`src/rtl/pix_csc_pkg.sv`:
```
package pix_csc_pkg;

   typedef enum logic [1:0] {
      CSC_YUV_TO_RGB = 2'd0,
      CSC_YCC_TO_RGB = 2'd1,
      CSC_RGB_TO_YUV = 2'd2,
      CSC_RGB_TO_YCC = 2'd3
   } csc_mode_e;

   localparam int unsigned N_CMP   = 3;
   localparam int unsigned N_COEF  = N_CMP * N_CMP;
   localparam int unsigned N_OFS   = N_CMP;
   localparam int unsigned N_WORDS = 1 + (N_COEF + N_OFS) / 2;
   localparam int unsigned HI_LSB  = 16;

   // Offsets move to the output side for the two RGB-source modes.
   function automatic logic offset_after_matrix(csc_mode_e m);
      return m[1];
   endfunction

endpackage

```
`src/rtl/pix_csc_cfg.sv`:
```
module pix_csc_cfg
   import pix_csc_pkg::*;
#(
   parameter int COEF_W = 11,
   parameter int OFS_W  = 9,
   parameter int ADDR_W = 3,
   parameter int DATA_W = 32
) (
   input  logic                      clk,
   input  logic                      rst,
   input  logic                      cfg_we,
   input  logic [ADDR_W-1:0]         cfg_addr,
   input  logic [DATA_W-1:0]         cfg_wdata,
   input  logic                      frame_start,
   output logic                      act_bypass,
   output csc_mode_e                 act_mode,
   output logic [N_COEF*COEF_W-1:0]  act_coef,
   output logic [N_OFS*OFS_W-1:0]    act_ofs
);

   localparam logic [ADDR_W-1:0] CTRL_ADDR = '0;

   if (COEF_W > int'(HI_LSB)) begin : g_bad_coef_w
      $error("pix_csc_cfg: COEF_W must fit in a half word");
   end
   if (DATA_W < int'(HI_LSB) + COEF_W) begin : g_bad_data_w
      $error("pix_csc_cfg: DATA_W too small for two fields");
   end
   if ((2 ** ADDR_W) < int'(N_WORDS)) begin : g_bad_addr_w
      $error("pix_csc_cfg: ADDR_W cannot reach every word");
   end

   logic       sh_bypass, ac_bypass;
   logic [1:0] sh_mode,   ac_mode;

   always_ff @(posedge clk) begin
      if (rst) begin
         sh_bypass <= 1'b1;
         ac_bypass <= 1'b1;
         sh_mode   <= '0;
         ac_mode   <= '0;
      end else begin
         if (cfg_we && cfg_addr == CTRL_ADDR) begin
            sh_bypass <= cfg_wdata[0];
            sh_mode   <= cfg_wdata[2:1];
         end
         if (frame_start) begin
            ac_bypass <= sh_bypass;
            ac_mode   <= sh_mode;
         end
      end
   end

   assign act_bypass = ac_bypass;
   assign act_mode   = csc_mode_e'(ac_mode);

   // Field k lives in word 1 + k/2, low half when k is even.
   for (genvar k = 0; k < int'(N_COEF); k++) begin : g_coef
      localparam logic [ADDR_W-1:0] WA = ADDR_W'(1 + k / 2);
      localparam int LSB = (k % 2) * int'(HI_LSB);
      logic [COEF_W-1:0] sh_q, ac_q;
      always_ff @(posedge clk) begin
         if (rst) begin
            sh_q <= '0;
            ac_q <= '0;
         end else begin
            if (cfg_we && cfg_addr == WA) sh_q <= cfg_wdata[LSB +: COEF_W];
            if (frame_start)              ac_q <= sh_q;
         end
      end
      assign act_coef[k*COEF_W +: COEF_W] = ac_q;
   end

   for (genvar k = 0; k < int'(N_OFS); k++) begin : g_ofs
      localparam int KF = k + int'(N_COEF);
      localparam logic [ADDR_W-1:0] WA = ADDR_W'(1 + KF / 2);
      localparam int LSB = (KF % 2) * int'(HI_LSB);
      logic [OFS_W-1:0] sh_q, ac_q;
      always_ff @(posedge clk) begin
         if (rst) begin
            sh_q <= '0;
            ac_q <= '0;
         end else begin
            if (cfg_we && cfg_addr == WA) sh_q <= cfg_wdata[LSB +: OFS_W];
            if (frame_start)              ac_q <= sh_q;
         end
      end
      assign act_ofs[k*OFS_W +: OFS_W] = ac_q;
   end

   logic unused_wdata;
   assign unused_wdata = ^cfg_wdata;

endmodule

```
`src/rtl/pix_csc_row.sv`:
```
module pix_csc_row #(
   parameter int PIX_W  = 8,
   parameter int COEF_W = 11,
   parameter int OFS_W  = 9,
   parameter int FRAC_W = 8,
   parameter int N_TERM = 3,
   localparam int OP_W  = PIX_W + 2
) (
   input  logic                     clk,
   input  logic                     en,
   input  logic [N_TERM*OP_W-1:0]   opnd,
   input  logic [N_TERM*COEF_W-1:0] coef,
   input  logic [OFS_W-1:0]         post_ofs,
   input  logic                     post_en,
   input  logic                     bypass,
   input  logic [PIX_W-1:0]         raw,
   output logic [PIX_W-1:0]         result
);

   localparam int PROD_W = OP_W + COEF_W;
   localparam int ACC_W  = PROD_W + $clog2(N_TERM) + 1;
   localparam logic signed [ACC_W-1:0] HALF    = ACC_W'(2 ** (FRAC_W - 1));
   localparam logic signed [ACC_W-1:0] PIX_MAX = ACC_W'(2 ** PIX_W - 1);

   if (OFS_W + FRAC_W >= ACC_W) begin : g_bad_acc
      $error("pix_csc_row: accumulator too narrow for the scaled offset");
   end

   // Stage 2: full-precision dot product.
   logic signed [ACC_W-1:0] dot, dot_q;

   always_comb begin
      dot = '0;
      for (int j = 0; j < N_TERM; j++) begin
         dot = dot + ACC_W'(signed'(opnd[j*OP_W +: OP_W]))
                   * ACC_W'(signed'(coef[j*COEF_W +: COEF_W]));
      end
   end

   always_ff @(posedge clk) begin
      if (en) dot_q <= dot;
   end

   // Stage 3: output offset, rounding, clamp, bypass select.
   logic signed [ACC_W-1:0] ofs_term, acc, shifted;
   logic [PIX_W-1:0]        clamped;

   always_comb begin
      ofs_term = post_en ? (ACC_W'(signed'(post_ofs)) <<< FRAC_W) : '0;
      acc      = dot_q + ofs_term + HALF;
      shifted  = acc >>> FRAC_W;
      if (shifted[ACC_W-1])        clamped = '0;
      else if (shifted > PIX_MAX)  clamped = '1;
      else                         clamped = shifted[PIX_W-1:0];
   end

   always_ff @(posedge clk) begin
      if (en) result <= bypass ? raw : clamped;
   end

endmodule

```
`src/rtl/pix_csc.sv`:
```
module pix_csc
   import pix_csc_pkg::*;
#(
   parameter int PIX_W  = 8,
   parameter int COEF_W = 11,
   parameter int OFS_W  = 9,
   parameter int FRAC_W = 8,
   parameter int ADDR_W = 3,
   parameter int DATA_W = 32
) (
   input  logic              clk,
   input  logic              rst,
   input  logic              cfg_we,
   input  logic [ADDR_W-1:0] cfg_addr,
   input  logic [DATA_W-1:0] cfg_wdata,
   input  logic              frame_start,
   input  logic              in_valid,
   output logic              in_ready,
   input  logic [PIX_W-1:0]  in_c0,
   input  logic [PIX_W-1:0]  in_c1,
   input  logic [PIX_W-1:0]  in_c2,
   output logic              out_valid,
   input  logic              out_ready,
   output logic [PIX_W-1:0]  out_c0,
   output logic [PIX_W-1:0]  out_c1,
   output logic [PIX_W-1:0]  out_c2
);

   localparam int OP_W = PIX_W + 2;

   if (OFS_W > PIX_W + 1) begin : g_bad_ofs_w
      $error("pix_csc: OFS_W must not exceed PIX_W + 1");
   end
   if (FRAC_W < 1 || FRAC_W >= COEF_W) begin : g_bad_frac_w
      $error("pix_csc: FRAC_W must lie in 1 .. COEF_W-1");
   end

   // Working configuration.
   logic                      cfg_bypass;
   csc_mode_e                 cfg_mode;
   logic [N_COEF*COEF_W-1:0]  cfg_coef;
   logic [N_OFS*OFS_W-1:0]    cfg_ofs;
   logic [2:0]                cfg_ctrl_view;

   pix_csc_cfg #(
      .COEF_W (COEF_W),
      .OFS_W  (OFS_W),
      .ADDR_W (ADDR_W),
      .DATA_W (DATA_W)
   ) u_cfg (
      .clk         (clk),
      .rst         (rst),
      .cfg_we      (cfg_we),
      .cfg_addr    (cfg_addr),
      .cfg_wdata   (cfg_wdata),
      .frame_start (frame_start),
      .act_bypass  (cfg_bypass),
      .act_mode    (cfg_mode),
      .act_coef    (cfg_coef),
      .act_ofs     (cfg_ofs)
   );

   assign cfg_ctrl_view = {cfg_mode, cfg_bypass};

   // Pipeline control: the whole pipe advances together.
   logic pipe_en, v1, v2;
   logic post_mode;

   assign pipe_en   = !out_valid || out_ready;
   assign in_ready  = pipe_en;
   assign post_mode = offset_after_matrix(cfg_mode);

   always_ff @(posedge clk) begin
      if (rst) begin
         v1        <= 1'b0;
         v2        <= 1'b0;
         out_valid <= 1'b0;
      end else if (pipe_en) begin
         v1        <= in_valid;
         v2        <= v1;
         out_valid <= v2;
      end
   end

   // Stage 1: optional input offset, raw copy kept for bypass.
   logic [N_CMP-1:0][PIX_W-1:0] in_px, s1_raw, s2_raw, out_px;
   logic [N_CMP-1:0][OP_W-1:0]  s1_opnd_d, s1_opnd;

   assign in_px = {in_c2, in_c1, in_c0};

   for (genvar i = 0; i < int'(N_CMP); i++) begin : g_pre
      logic [OP_W-1:0] ofs_ext;
      assign ofs_ext = {{(OP_W-OFS_W){cfg_ofs[i*OFS_W + OFS_W - 1]}},
                        cfg_ofs[i*OFS_W +: OFS_W]};
      assign s1_opnd_d[i] = {2'b00, in_px[i]} + (post_mode ? '0 : ofs_ext);
   end

   always_ff @(posedge clk) begin
      if (pipe_en) begin
         s1_opnd <= s1_opnd_d;
         s1_raw  <= in_px;
         s2_raw  <= s1_raw;
      end
   end

   // Stages 2 and 3: one row engine per output component.
   for (genvar r = 0; r < int'(N_CMP); r++) begin : g_row
      pix_csc_row #(
         .PIX_W  (PIX_W),
         .COEF_W (COEF_W),
         .OFS_W  (OFS_W),
         .FRAC_W (FRAC_W),
         .N_TERM (N_CMP)
      ) u_row (
         .clk      (clk),
         .en       (pipe_en),
         .opnd     (s1_opnd),
         .coef     (cfg_coef[r*N_CMP*COEF_W +: N_CMP*COEF_W]),
         .post_ofs (cfg_ofs[r*OFS_W +: OFS_W]),
         .post_en  (post_mode),
         .bypass   (cfg_bypass),
         .raw      (s2_raw[r]),
         .result   (out_px[r])
      );
   end

   assign out_c0 = out_px[0];
   assign out_c1 = out_px[1];
   assign out_c2 = out_px[2];

endmodule

```
`config.mk`:
```
export PLATFORM = sky130hd
export DESIGN_NAME = pix_csc
export DESIGN_NICKNAME = d
export VERILOG_FILES = /design/src/rtl/pix_csc_pkg.sv /design/src/rtl/pix_csc_cfg.sv /design/src/rtl/pix_csc_row.sv /design/src/rtl/pix_csc.sv
export SDC_FILE = /design/constraint.sdc
export NUM_CORES = 2
export LEC_CHECK = 0
export BUFFER_PORTS_ARGS = -buffer_cell sky130_fd_sc_hd__buf_4
export CAP_MARGIN = 5
export CORE_UTILIZATION = 55
export DETAILED_ROUTE_END_ITERATION = 10
export HOLD_SLACK_MARGIN = 0.08
export PLACE_DENSITY = 0.71
export SLEW_MARGIN = 10
export SYNTH_ARGS = -nofsm -noshare
export SYNTH_HDL_FRONTEND = slang
export SYNTH_SLANG_ARGS = --single-unit
```
`constraint.sdc`:
```
create_clock -name clk -period 22.7 [get_ports clk]
set_input_delay 4.54 -clock clk [delete_from_list [all_inputs] [get_ports clk]]
set_output_delay 4.54 -clock clk [all_outputs]
set_load 0.005 [all_outputs]
```
# After elaboration in Yosys (flattened, before gate mapping)
# Index checks and enable logic that the tools add are counted.
word_totals:
  romBits: 0
  input_bits: 65
  ram_bits: 0
  elab_cells: 104
  out_inout_bits: 26
  mem_count: 0
  regBits: 435
  latch_bits: 0
op_classes:
  order_cmp: 3
  eq_ne: 6
  addsub: 15
  n_mul: 9
  bitwise_logic: 0
  n_div: 0
  reduce_logical: 10
  shifts: 0
  mux: 15
ops:
  columns: ["cell", "count"]
  rows:
  - ["24-bit adder", 9]
  - ["10-bit by 11-bit multiplier with 21-bit output", 9]
  - ["24-bit by 9-bit adder with 24-bit output, second input constant", 3]
  - ["24-bit 2-to-1 mux", 3]
  - ["8-bit 2-to-1 mux", 9]
  - ["16-bit by 9-bit greater-than comparator with 1-bit output, second input constant", 3]
  - ["8-bit by 10-bit adder with 10-bit output", 3]
  - ["10-bit 2-to-1 mux", 3]
  - ["3-bit equality test, second input constant", 3]
  - ["1-bit logical AND", 7]
  - ["3-bit by 2-bit equality test with 1-bit output, second input constant", 2]
  - ["3-bit by 1-bit equality test with 1-bit output, second input constant", 1]
  - ["3-bit logical NOT", 1]
  - ["1-bit logical NOT", 1]
  - ["1-bit logical OR", 1]

# Longest topological paths before layout
depth:
  ltp_word: 7
  mapped_depth: 31
  ltp_nobuf: 30

# Hierarchy
# From an unflattened synthesis, not the netlist that was laid out.
unflattened:
  hier_cells: 5794
  area_unflattened_um2: 58243.4
by_module_without_submodules:
  columns: ["mod", "seq_area_each_um2", "instances", "cells_per_inst", "area_per_inst_um2"]
  rows:
  - ["pix_csc_row at g_row[0].u_row", 720.7, 1, 1579, 15098.2]
  - ["pix_csc_row at g_row[2].u_row", 720.7, 1, 1555, 14974.4]
  - ["pix_csc_row at g_row[1].u_row", 720.7, 1, 1542, 14941.8]
  - ["pix_csc_cfg", 5165.0, 1, 868, 9551.7]
  - ["pix_csc", 2402.3, 1, 250, 3677.3]

# Worst setup path after synthesis
# OpenSTA, ideal clock, no wires.
synth_timing:
  kind: "input-to-output"
  startpoint: "in out_ready"
  endpoint: "out in_ready"
  required_time_ns: 18.160
  path_buffers: 0
  arrival_ns: 8.343
  setup_slack_ns: 9.817
  stages: 1
  path_cell_list: "nand2b_1"
synth_between:
  elab_chain_cells: 1
synth_lines:
  columns: ["item", "line_no", "source"]
  rows:
  - ["start: declaration", "pix_csc.sv:23", "input logic out_ready,"]
  - ["1-bit logical OR", "pix_csc.sv:69", "assign pipe_en = !out_valid || out_ready;"]
  - ["end: declaration", "pix_csc.sv:18", "output logic in_ready,"]
# Every way passes these cells.

# Worst setup path after layout
# Ends and elaborated chain as after synthesis.

==> impl_metrics.toml <==
[route]
wl_per_cell_um = 18.13
num_vias = 43790
dr.first_iter.drc_count = 2749
first_pass_iters = 6
drt_wl_total_um = 146800
drc_errors = 0
detail-route-antenna-nets = 0
vias_per_cell = 5.408

[power_and_ir_drop]
power.internal_mw = 1.484
powerDensity_mw_per_mm2 = 34.73
ir_worst_vdd_v = 0.00005233
clockPowerShare_pct = 37.2
totalPowerFinal_mw = 2.210
p_sw_uw = 726.3
p_leak_nw = 33.11
switching_share_pct = 32.86
combPwrFrac_pct = 24.0
power_frac_seq_pct = 38.8

[worst_setup_path]
reg2reg_from = "s1_opnd[11]"
critPathRequiredTime_ns = 18.16
crit_start = "out_ready"
endpoint = "in_ready"
cp.arrival_ns = 5.24
path_class = "input port to output port"
reg2regPathDepth = 28
cp_max_fo = 19
startpoint_type = "input port"
r2r_slack_ns = 14.19
worstSetupEndpointType = "output port"
r2r_end = "g_row[0].u_row.dot_q[23]"

[timing]
setup-tns-final_ns = 0
finalSetupViolCount = 0
final-hold-violation-count = 0
final.min_clock_period_ns = 9.782
rsz0062_at_grt = "no"
max_freq_mhz = 102.2
slew_headroom_pct = 18.73
worstMarginPinSlew_ns = 1.218
fin_ws_ns = 12.92
fin_crit_sh_pct = 43.09
slew_violations = 0
finalClockSkew_ns = 0.05409

[grt]
grt_pass1_wl_um = 239800
grt_use_total_pct = 27.46
grt_max_degree = 93
grt_pass1_vias = 45226
antenna_found_initial = 8
grt-ovfl-total = 0

[logic_synthesis]
synth_area_mm2 = 0.06021
syn-num-nets = 8340
async_flop_share_pct = 0
synthCells = 6727
synthFlopType = "dfxtp_1"
ys_seq_elements = 412
avgSynthCellArea_um2 = 8.951
yosysUniqueCellTypes = 93
yosysSeqAreaShare_pct = 16.24
ys_warn_count = 0
synth_edf_count = 153

[layout]
multiInputGateArea_mm2 = 0.04398
drive_gt1_share_pct = 3.832
layout.area.seq_mm2 = 0.009781
final_cell_mix = "inv_1, fa_1, nand2_1"
area.growth.synth_to_final_pct = 5.681
nNetsFinal = 8252
fin_util_pct = 58.54
fin_cells = 8097
layout_commonest_cell = "inv_1"
fill_cells = 9546

[placed_design]
gp_congestion = 0.9065
numPortBuffers = 80
dp.cells = 8002
dp_hpwl_um = 115500
dp_slack_ns = 12.90

[floorplanning]
die_h_um = 332.9
dieWidth_um = 332.9
fp.dieArea_mm2 = 0.1108
initial_utilization_pct = 55.39
num_rows = 121
io_pins = 91
coreArea_mm2 = 0.1087

[flow_run]
maxCapViolations = 0

[status]
outcome = "finished, final reports clean"

[clock_network]
clock-root-buffer = "clkbuf_16"
clk_pin_slew_ns = 0.06
cts_hold_buf = 0
cts_buffers = 49
clock-sinks = 412
clk_path_buf_depth = 3
cts_tree = "built"
post_cts_buffers = 0
cts_resized = 0
insertion_delay_ns = 0.67
htree_levels = 2

[worst_hold_path]
hp-class = "flop to flop"
## cells in the mapped netlist, types with 9 or more instances
cell / instances / share of area (%)
xor2_1: 99 / 1.4
buf_1: 17 / 0.11
or3_1: 16 / 0.17
inv_1: 1451 / 9.0
a31oi_1: 24 / 0.25
a211o_1: 10 / 0.15
and2_1: 415 / 4.3
clkbuf_1: 246 / 1.5
ha_1: 591 / 12
nand3_1: 41 / 0.34
fa_1: 957 / 32
o21ai_0: 116 / 0.96
a21oi_1: 273 / 2.3
o21a_1: 40 / 0.50
nand2b_1: 70 / 0.73
o211ai_1: 21 / 0.26
a21boi_0: 9 / 0.11
nor2b_1: 50 / 0.52
a211oi_1: 15 / 0.19
mux2i_1: 134 / 2.2
o21bai_1: 16 / 0.20
nand2_1: 859 / 5.4
a21o_1: 63 / 0.79
xnor2_1: 186 / 2.7
dfxtp_1: 259 / 8.6
a221oi_1: 12 / 0.17
nor2_1: 319 / 2.0
edfxtp_1: 153 / 7.6
and3_1: 22 / 0.23
nor3_1: 68 / 0.57
o21ai_1: 11 / 0.091
## how the worst min path moves through the flow
stage                from    endpoint  slack [ns]  cells after the start
6_report       s1_raw[21]  s2_raw[21]        0.41                      0
3_5_place_dp   s1_raw[17]  s2_raw[17]        0.41                      0
2_1_floorplan   s1_raw[0]   s2_raw[0]        0.40                      0
5_1_grt        s1_raw[15]  s2_raw[15]        0.42                      0
3_3_place_gp   s1_raw[19]  s2_raw[19]        0.40                      0
4_1_cts        s1_raw[21]  s2_raw[21]        0.41                      0
## through the flow
| stage | cell area (µm²) | hold WS [ns] |
|---|---|---|
| 2_1_floorplan | 60210 | 0.4003 |
| 3_3_place_gp | 61950 | 0.4005 |
| 3_5_place_dp | 61950 | 0.4061 |
| 4_1_cts | 63630 | 0.4148 |
| 5_1_grt | 63630 | 0.4249 |
| 6_report | 63630 | 0.4147 |
## registers in the layout, indices dropped and copies added (netlist names), 24 cells and up
| register | flops |
|---|---|
| u_cfg.g_ofs.sh_q | 27 |
| s2_raw | 24 |
| u_cfg.g_coef.sh_q | 99 |
| g_row.u_row.result | 24 |
| s1_opnd | 30 |
| u_cfg.g_ofs.ac_q | 27 |
| u_cfg.g_coef.ac_q | 99 |
| s1_raw | 24 |
| g_row.u_row.dot_q | 51 |
## power by group through the flow
stage                     registers (mW)  clock network (mW)  logic, mW
final                              0.857               0.822      0.531
after floorplan                    0.862                   0      0.364
after CTS                          0.857               0.836      0.530
after global placement             0.871                   0      0.514
after global routing               0.862               0.862      0.590
after detailed placement           0.872                   0      0.526
## final cells by class
class	instances	area share [%]
Inverter	1453	8.571
Sequential cell	412	15.37
Clock inverter	25	0.3932
Tap cell	1414	2.780
Antenna cell	3	0.01180
Timing Repair Buffer	127	1.514
Clock buffer	67	2.243
Multi-Input combinational cell	4596	69.12
## cells by family after synthesis
kind of cell / Yosys count / synth area share [%]
XOR/XNOR: 285 / 4.145
flip-flops: 412 / 16.24
buffers and inverters: 1719 / 10.75
AND/OR/NAND/NOR: 1911 / 14.86
adder cells (fa/ha/maj): 1548 / 44.10
multiplexers: 134 / 2.228
AO/OA/AOI/OAI: 718 / 7.682
## metal layers
metal	global-route usage (%)	routed length [µm]	vias up
li1	-	-	20518
met1	35.42	60700	21822
met2	45.55	69030	1162
met3	4.169	9295	276
met4	12.55	7709	12
met5	0	80	-
## worst max-delay path: stages
cell and delay [ns]:
buf_4 0.11, nand2b_4 0.31, buf_4 0.26
No activity file was read; power rests on OpenSTA's default activity.
